===== src/rtl/hop_pkg.sv =====
package hop_pkg;

  localparam int OP_W    = 3;
  localparam int OPB_SUB = 0;
  localparam int OPB_DW  = 1;
  localparam int OPB_SAT = 2;

  typedef struct packed {
    logic sub;
    logic dw;
    logic sat;
    logic illegal;
  } hop_ctl_t;

endpackage


===== src/rtl/hop_decode.sv =====
module hop_decode
  import hop_pkg::*;
(
  input  logic [OP_W-1:0] op,
  output hop_ctl_t        ctl
);

  always_comb begin
    ctl.sub     = op[OPB_SUB];
    ctl.dw      = op[OPB_DW];
    ctl.sat     = op[OPB_SAT] & ~op[OPB_DW];
    ctl.illegal = op[OPB_SAT] &  op[OPB_DW];
  end

endmodule


===== src/rtl/hop_pair.sv =====
module hop_pair #(
  parameter int EW = 16
) (
  input  logic [EW-1:0] lo,
  input  logic [EW-1:0] hi,
  input  logic          sub,
  input  logic          sat,
  output logic [EW-1:0] res
);

  logic [EW:0] ext_lo;
  logic [EW:0] ext_hi;
  logic [EW:0] full;
  logic        ovf;

  always_comb begin
    ext_lo = {lo[EW-1], lo};
    ext_hi = {hi[EW-1], hi};
    full   = sub ? (ext_lo - ext_hi) : (ext_lo + ext_hi);
    ovf    = full[EW] ^ full[EW-1];
    if (sat && ovf) res = {full[EW], {(EW-1){~full[EW]}}};
    else            res = full[EW-1:0];
  end

endmodule


===== src/rtl/hop_half.sv =====
module hop_half #(
  parameter int VEC_W = 128,
  parameter int EW    = 16
) (
  input  logic [VEC_W-1:0]   opnd,
  input  logic               sub,
  input  logic               sat,
  output logic [VEC_W/2-1:0] res
);

  localparam int NP = VEC_W / (2 * EW);

  for (genvar p = 0; p < NP; p++) begin : g_pair
    hop_pair #(.EW(EW)) u_pair (
      .lo  (opnd[(2*p)*EW +: EW]),
      .hi  (opnd[(2*p+1)*EW +: EW]),
      .sub (sub),
      .sat (sat),
      .res (res[p*EW +: EW])
    );
  end

endmodule


===== src/rtl/hop_pack.sv =====
module hop_pack #(
  parameter int VEC_W = 128
) (
  input  logic [VEC_W/2-1:0] w_d,
  input  logic [VEC_W/2-1:0] w_s,
  input  logic [VEC_W/2-1:0] d_d,
  input  logic [VEC_W/2-1:0] d_s,
  input  logic               dw,
  input  logic               wide,
  input  logic               illegal,
  output logic [VEC_W-1:0]   res
);

  localparam int HALF = VEC_W / 2;
  localparam int QTR  = VEC_W / 4;

  logic [HALF-1:0] sel_d;
  logic [HALF-1:0] sel_s;

  always_comb begin
    sel_d = dw ? d_d : w_d;
    sel_s = dw ? d_s : w_s;
    if (illegal)   res = '0;
    else if (wide) res = {sel_s, sel_d};
    else           res = {{HALF{1'b0}}, sel_s[QTR-1:0], sel_d[QTR-1:0]};
  end

endmodule


===== src/rtl/hop_unit.sv =====
module hop_unit
  import hop_pkg::*;
#(
  parameter int VEC_W = 128
) (
  input  logic             clk,
  input  logic             rst,
  input  logic             in_valid,
  output logic             in_ready,
  input  logic [2:0]       in_op,
  input  logic             in_wide,
  input  logic [VEC_W-1:0] in_dst,
  input  logic [VEC_W-1:0] in_src,
  output logic             out_valid,
  input  logic             out_ready,
  output logic [VEC_W-1:0] out_result,
  output logic             out_illegal
);

  localparam int HALF = VEC_W / 2;

  hop_ctl_t        ctl;
  logic [HALF-1:0] w_d, w_s, d_d, d_s;
  logic [VEC_W-1:0] packed_res;
  logic            accept;

  hop_decode u_dec (.op(in_op), .ctl(ctl));

  hop_half #(.VEC_W(VEC_W), .EW(16)) u_w_d (
    .opnd(in_dst), .sub(ctl.sub), .sat(ctl.sat), .res(w_d));
  hop_half #(.VEC_W(VEC_W), .EW(16)) u_w_s (
    .opnd(in_src), .sub(ctl.sub), .sat(ctl.sat), .res(w_s));
  hop_half #(.VEC_W(VEC_W), .EW(32)) u_d_d (
    .opnd(in_dst), .sub(ctl.sub), .sat(1'b0), .res(d_d));
  hop_half #(.VEC_W(VEC_W), .EW(32)) u_d_s (
    .opnd(in_src), .sub(ctl.sub), .sat(1'b0), .res(d_s));

  hop_pack #(.VEC_W(VEC_W)) u_pack (
    .w_d(w_d), .w_s(w_s), .d_d(d_d), .d_s(d_s),
    .dw(ctl.dw), .wide(in_wide), .illegal(ctl.illegal),
    .res(packed_res));

  assign in_ready = ~out_valid | out_ready;
  assign accept   = in_valid & in_ready;

  always_ff @(posedge clk) begin
    if (rst) begin
      out_valid   <= 1'b0;
      out_result  <= '0;
      out_illegal <= 1'b0;
    end else begin
      if (accept) begin
        out_valid   <= 1'b1;
        out_result  <= packed_res;
        out_illegal <= ctl.illegal;
      end else if (out_ready) begin
        out_valid   <= 1'b0;
      end
    end
  end

endmodule


===== config.mk =====
export PLATFORM = sky130hd
export DESIGN_NAME = hop_unit
export DESIGN_NICKNAME = d
export VERILOG_FILES = /design/src/rtl/hop_pkg.sv /design/src/rtl/hop_decode.sv /design/src/rtl/hop_pair.sv /design/src/rtl/hop_half.sv /design/src/rtl/hop_pack.sv /design/src/rtl/hop_unit.sv
export SDC_FILE = /design/constraint.sdc
export NUM_CORES = 1
export LEC_CHECK = 0
export BUFFER_PORTS_ARGS = -buffer_cell sky130_fd_sc_hd__buf_4
export CAP_MARGIN = 15
export CELL_PAD_IN_SITES_DETAIL_PLACEMENT = 0
export CELL_PAD_IN_SITES_GLOBAL_PLACEMENT = 1
export CORE_ASPECT_RATIO = 0.5
export CORE_MARGIN = 2
export CORE_UTILIZATION = 46
export DETAILED_ROUTE_END_ITERATION = 10
export HOLD_SLACK_MARGIN = 0.1
export PLACE_DENSITY_LB_ADDON = 0.3
export SLEW_MARGIN = 20
export SYNTH_ARGS = -nofsm -noshare
export SYNTH_HDL_FRONTEND = slang
export SYNTH_SLANG_ARGS = --single-unit

===== constraint.sdc =====
create_clock -name clk -period 13.6 [get_ports clk]
set_clock_uncertainty 0.05 [all_clocks]
set_input_delay 2.04 -clock clk [delete_from_list [all_inputs] [get_ports clk]]
set_output_delay 2.04 -clock clk [all_outputs]
set_load 0.02 [all_outputs]

==> impl_metrics.ini, run 1 <==
[timing]
period_share = 0.531
tightest_slew_ns = 1.18
finalSetupViolations = 0
rsz0062_at_grt = no
relSlewSlack = 0.211
hold_violations = 0
fmax_mhz = 139
report.final.slew_viol_count = 0
setup_ws_ns = 6.38
tns_ns = 0
period_needed_ns = 7.22

[min_path]
hold_depth = 2
hold_start = out_result[109]
min_path_type = register to register
hold_end = out_result[109]

[worst_setup_path]
start_kind = input port
crit_path_end_kind = register
critical_path_class = input port to register
max_stage_delay_ns = 0.72
worstReg2RegStart = out_valid
slowest_stage = a211oi_1
cp_max_fo = 7
reg2reg_depth = 11
reg2reg_slack_ns = 10.34
critPathArrivalTime_ns = 7.57
worstPathRequired_ns = 13.95
critPathTopFamily = compound AO/OA/AOI/OAI gates
path_cells = buf_4, nor3_1, nor3b_1, nor3b_1, nor2b_1, a21oi_1, xnor2_1, ha_1, a41o_1, a221o_1, o22ai_1, o21ai_0, a211oi_1, and2_1, nand2_1, and3_1, a221oi_1, a311o_1
cp_common_cell = nor3b_1
cp.depth = 18
r2r_end = out_result[57]
path_buf_inv = 1

[routing]
met2_length_mm = 41.5
routed-wl-met3_mm = 7.83
drtIter0Drc = 2448
first_pass_iters = 6
top_layer = met4
via_per_inst = 6.23
num_vias = 25700
wire_per_inst_um = 23.3
wl_met1_mm = 43.1
routed_wl_mm = 96.3
postRouteAntennaNets = 0
drc_errors = 0

[grt]
grt_pass1_vias = 23650
grt_pass1_wl_mm = 144
grt_max_degree = 151
overflow = 0
antenna_found_initial = 1
grt.total_usage = 0.359

[clocking]
cts_made_buffers = 17
cts_root_buf = clkbuf_16
insertion_delay_ns = 0.46
tritoncts = done
h-tree-depth = 4
holdBufCountCts = 0
post_cts_resized = 0
clkTransAtPathRegs_ns = 0.07
cts.sinks = 130
cts_max_path_buffers = 2
postCtsSetupRepairBufs = 0

[place]
dpl_cell_area_um2 = 26400
port_buffers = 394
dp_hpwl_mm = 79.1
pre_cts_ws_ns = 6.12
globalplace.congestion = 1.00

[pwr]
pwr_density_cell_nw_per_um2 = 94.1
ir_drop_uv = 63.5
total_power_uw = 2540
p_leak_uw = 0.0120

[finish]
area_growth_pct = 18.0
final_cell_area_um2 = 27000
final_net_count = 4002
final.fill_count = 4871
drive_gt1_frac = 0.143
n_antenna_cell = 0
fin_util = 0.553

[run_status]
status = finished, final reports clean

[synthesis]
async_flop_share = 0
synthFlopType = dfxtp_1
ys_seq_elements = 130
yosysSeqAreaShare = 0.114
synth_edf_count = 0
ys_types = 93
synthCells = 3135
synth_area_per_cell_um2 = 7.31
ys_warn_count = 0
syn_area_um2 = 22900
syn_nets = 3675

[floorplan]
dieArea_um2 = 51700
core_area_um2 = 48900
initial_utilization = 0.469
fp-row-count = 57
io_pins = 395
die_h_um = 162
die_w_um = 320

[run]
maxCapViolations = 0
## cells in the mapped netlist, drive strengths merged (18+ instances only)
master / number / area [um2]
nor2: 321 / 1200
xnor2: 321 / 2820
a21oi: 317 / 1590
ha: 264 / 3300
nand2: 222 / 836
o21ai: 172 / 861
dfxtp: 130 / 2600
a21o: 125 / 942
xor2: 114 / 998
inv: 107 / 402
nor3: 99 / 500
clkbuf: 90 / 338
nand2b: 57 / 357
o21a: 57 / 428
a31oi: 51 / 319
a22oi: 43 / 328
nor2b: 43 / 269
and3: 34 / 214
nand3: 34 / 170
a211oi: 30 / 225
or3: 30 / 188
a221oi: 29 / 254
nor4: 28 / 188
o211ai: 27 / 203
o31ai: 25 / 188
and2: 22 / 138
o21bai: 21 / 161
a221o: 18 / 180
nand4: 18 / 113
## cell type report
cell class                 instances  area [um2]  share of cell area
sequential                       130        2600              0.0963
multi-input combinational       2794       19500               0.722
inverter                         109         409              0.0151
clock buffer                      17         425              0.0157
timing repair buffer             410        3090               0.114
tap                              649         812              0.0300
clock inverter                    15         163             0.00602
## per-stage QoR
step / std cells / hold WS (ns)
after floorplan: 3135 / 0.467
after global placement: 4092 / 0.376
after CTS: 4124 / 0.389
final: 4124 / 0.388
after global routing: 4124 / 0.405
after detailed placement: 4092 / 0.379
## cells in the final DEF (no fill, tap or decap), drive strengths merged, types with 99 or more instances in the layout
cell type  synthesis  final
buf               12    410
nor2             321    321
xnor2            321    321
a21oi            317    317
ha               264    264
nand2            222    222
o21ai            172    172
dfxtp            130    130
a21o             125    125
inv              107    117
xor2             114    114
nor3              99     99
## cell families (layout without fill, tap and decap cells)
kind of cell,after synthesis,in the layout,share of synthesized area
xor gates and xnor gates,436,436,0.168
adders and majority gates,276,276,0.155
AOI/OAI and AO/OA,1090,1090,0.315
and+or+nand+nor,971,971,0.204
muxes,21,21,0.00983
buffers and inverters,211,551,0.0353
DFF,130,130,0.114
## worst max-delay path by stage
stage	startpoint	to	slack (ns)
5_1_grt	in_dst[113]	out_result[56]	6.04
6_report	in_dst[113]	out_result[56]	6.38
3_5_place_dp	in_dst[113]	out_result[56]	6.12
3_3_place_gp	in_dst[113]	out_result[56]	6.24
4_1_cts	in_dst[113]	out_result[56]	6.58
2_1_floorplan	in_op[0]	out_result[56]	7.09
## registers in the layout, indices dropped and copies added, names as in the netlist
signal / count
out_result: 128
out_illegal: 1
out_valid: 1
## report_power, final
| group | internal (uW) | leakage, uW | switching (uW) |
|---|---|---|---|
| combinational | 639 | 0.0106 | 957 |
| sequential | 419 | 0.00106 | 32.8 |
| clock | 261 | 0.000285 | 234 |
| total | 1320 | 0.0120 | 1220 |
## routing by layer
| layer | global-route usage | up-vias |
|---|---|---|
| li1 | - | 12259 |
| met1 | 0.494 | 12104 |
| met2 | 0.566 | 1158 |
| met3 | 0.0584 | 179 |
| met4 | 0.134 | 0 |
| met5 | 0 | - |
## worst min-delay path, delay by kind of cell (launching register included)
kind | cells | cell delay (ns)
DFF | 1 | 0.31
and+or+nand+nor | 2 | 0.09
Power figures use the tool's default switching activity.
==> run 2, diff against run 1 <==
--- a/config.mk
+++ b/config.mk
@@ -5,13 +5,14 @@
 export SDC_FILE = /design/constraint.sdc
 export NUM_CORES = 1
 export LEC_CHECK = 0
+export ABC_AREA = 1
 export BUFFER_PORTS_ARGS = -buffer_cell sky130_fd_sc_hd__buf_4
 export CAP_MARGIN = 15
 export CELL_PAD_IN_SITES_DETAIL_PLACEMENT = 0
 export CELL_PAD_IN_SITES_GLOBAL_PLACEMENT = 1
 export CORE_ASPECT_RATIO = 0.5
 export CORE_MARGIN = 2
-export CORE_UTILIZATION = 46
+export CORE_UTILIZATION = 37
 export DETAILED_ROUTE_END_ITERATION = 10
 export HOLD_SLACK_MARGIN = 0.1
 export PLACE_DENSITY_LB_ADDON = 0.3
==> constraint.sdc (replaced) <==
create_clock -name clk -period 5.9 [get_ports clk]
set_clock_uncertainty 0.05 [all_clocks]
set_input_delay 0.885 -clock clk [delete_from_list [all_inputs] [get_ports clk]]
set_output_delay 0.885 -clock clk [all_outputs]
set_load 0.02 [all_outputs]
==> run 2 against run 1 <==
Effect of this change: die area grew 48%; sequential power grew 120%; global-route usage shrank 4.5 points; combinational power grew to 2.6 times the previous value; largest cell class unchanged; largest power group unchanged; highest routed layer unchanged.
==> impl_metrics.ini, run 2 <==
[run_status]
status = finished, final reports clean

[worst_setup_path]
cp_max_fo = 90
path_cells = buf_4, buf_12, o21ai_0, xnor2_1, ha_1, nand2_1, inv_1, a21oi_1, nand2_1, nand2_1, nand3_1, nand2_1, nand4_4, nand3_1, nand3_1, o21ai_1, nor2_1, nor2_1
crit_path_end_kind = register
max_stage_delay_ns = 0.50
critPathTopFamily = simple AND/OR/NAND/NOR gates
start_kind = input port
crit_path_start = in_op[0]
critPathArrivalTime_ns = 5.06
path_buf_inv = 3
worstPathRequired_ns = 6.27
cp_common_cell = nand2_1
critical_path_class = input port to register
reg2reg_slack_ns = 3.08
slowest_stage = xnor2_1
worstReg2RegStart = out_valid

[floorplan]
core_area_um2 = 73300
dieArea_um2 = 76600
io_pins = 395
initial_utilization = 0.375
die_h_um = 197
fp-row-count = 70
die_w_um = 389

[finish]
largest_reg_flops = 128
drive_gt1_frac = 0.118
final_net_count = 5724
final.fill_count = 8212
top_regs = out_result (128), out_illegal (1), out_valid (1)
layout_commonest_cell = nand2_1
regMostFlops = out_result
final_cell_mix = nand2_1 (1,263), inv_1 (711), a21oi_1 (487)
area_growth_pct = 16.1

[place]
globalplace.congestion = 1.03
dp_hpwl_mm = 105
port_buffers = 394

[pwr]
ir_drop_uv = 165
p_leak_uw = 0.0165
total_power_uw = 6310
pwr_density_cell_nw_per_um2 = 198

[clocking]
post_cts_resized = 0
cts_root_buf = clkbuf_16
cts_made_buffers = 17
postCtsSetupRepairBufs = 0
holdBufCountCts = 0
tritoncts = done
clkTransAtPathRegs_ns = 0.06
cts_max_path_buffers = 2
cts.sinks = 130
h-tree-depth = 4
insertion_delay_ns = 0.48

[grt]
grt.total_usage = 0.314
met1_usage = 0.460
grt_util_met2 = 0.491
antenna_found_initial = 4
overflow = 0
grt-busiest-layer = met2
grt_max_degree = 91
use_met3 = 0.0341
grt_pass1_wl_mm = 185
grt_pass1_vias = 30471

[routing]
first_pass_iters = 6
via_per_inst = 5.35
routed_wl_mm = 124
drc_errors = 0
drtIter0Drc = 3210
num_vias = 33040
postRouteAntennaNets = 0
wire_per_inst_um = 20.1

[synthesis]
ys_seq_elements = 130
post-synth-top-count-cell = nand2_1
async_flop_share = 0
ys_warn_count = 0
yosysTopAreaCellShare = 0.173
yosysSeqAreaShare = 0.0947
synth_area_per_cell_um2 = 5.66
ys_types = 60
synthFlopType = dfxtp_1
synth_edf_count = 0
synthTopCellsByArea = nand2_1 (17%), ha_1 (12%), inv_1 (9.7%), dfxtp_1 (9.5%), a21oi_1 (8.9%)
synthCells = 4854
syn_nets = 5394
syn_area_um2 = 27500
netlist_top_cells_count = nand2_1 (1,264), inv_1 (712), a21oi_1 (487)
yosysTopAreaCell = nand2_1

[timing]
fmax_mhz = 213
tns_ns = 0
report.final.slew_viol_count = 0
rsz0062_at_grt = no
tightest_slew_ns = 0.998
hold_violations = 0
period_share = 0.795
finalSetupViolations = 0
period_needed_ns = 4.69
relSlewSlack = 0.335

[min_path]
min_path_type = register to register
hold_start = out_result[3]

[run]
maxCapViolations = 0
## run 2: changes by cell type after synthesis, sizes merged, moves of 47 or more
cell / change
xnor2: -217
nand3: +372
nand2: +1071
xor2: +96
inv: +621
nand4: +47
o21ai: +81
a21oi: +180
nand2b: -57
a21o: -105
nor2: +189
## run 2: per-layer routing
layer / up-vias / wire, um
met1: 15358 / 60300
met2: 1144 / 53300
met4: 0 / 2490
met5: - / 0
li1: 16417 / -
met3: 121 / 8010
## run 2: worst reg2reg max path, cell delays in order, from the launching register on
cell     delay, ns
dfxtp_1       0.31
nand2_1       0.14
nand2_4       0.09
inv_1         0.15
nand2_1       0.15
nor2_4        0.73
nand2_1       0.60
inv_1         0.28
nand3_1       0.13
a21oi_1       0.13
## run 2: through the flow
stage | setup WS [ns] | util | cell area (um2) | cells | hold slack [ns]
2_1_floorplan | 1.83 | - | 27500 | 4854 | 0.495
3_3_place_gp | 0.817 | 0.428 | 31400 | 6137 | 0.403
3_5_place_dp | 0.819 | 0.428 | 31400 | 6137 | 0.406
4_1_cts | 1.32 | 0.435 | 31900 | 6169 | 0.416
5_1_grt | 0.715 | 0.435 | 31900 | 6169 | 0.435
6_report | 1.21 | 0.435 | 31900 | 6170 | 0.416
## run 2: area by class of cell
type / instances / area [um2] / area share
diodes: 1 / 2.50 / 0.0000784
clock buffers: 18 / 429 / 0.0135
clock inverters: 14 / 120 / 0.00377
inverters: 729 / 2740 / 0.0859
multi-input cells: 3889 / 21600 / 0.678
flip-flops and latches: 130 / 2600 / 0.0816
well taps: 972 / 1220 / 0.0381
repair buffers: 417 / 3160 / 0.0989
## run 2: where the power goes
group | switching [uW] | internal, uW
Clock | 531 | 549
Combinational | 2820 | 1400
Sequential | 49.2 | 952
Total | 3400 | 2900
## run 2: final timing paths
check,endpoint,cells past startpoint
worst max register to register,out_result[124],9
worst min register to register,out_result[3],2
worst min-delay path,out_result[3],2
worst max-delay path,out_result[54],18
## run 2: kinds of logic after synthesis
kind of cell | count (synthesis) | share of synthesized area
DFF | 130 | 0.0947
adders and majority gates | 276 | 0.129
xor gates and xnor gates | 314 | 0.100
buffers and inverters | 835 | 0.119
and+or+nand+nor | 2421 | 0.382
AOI/OAI and AO/OA | 874 | 0.173
muxes | 4 | 0.00159
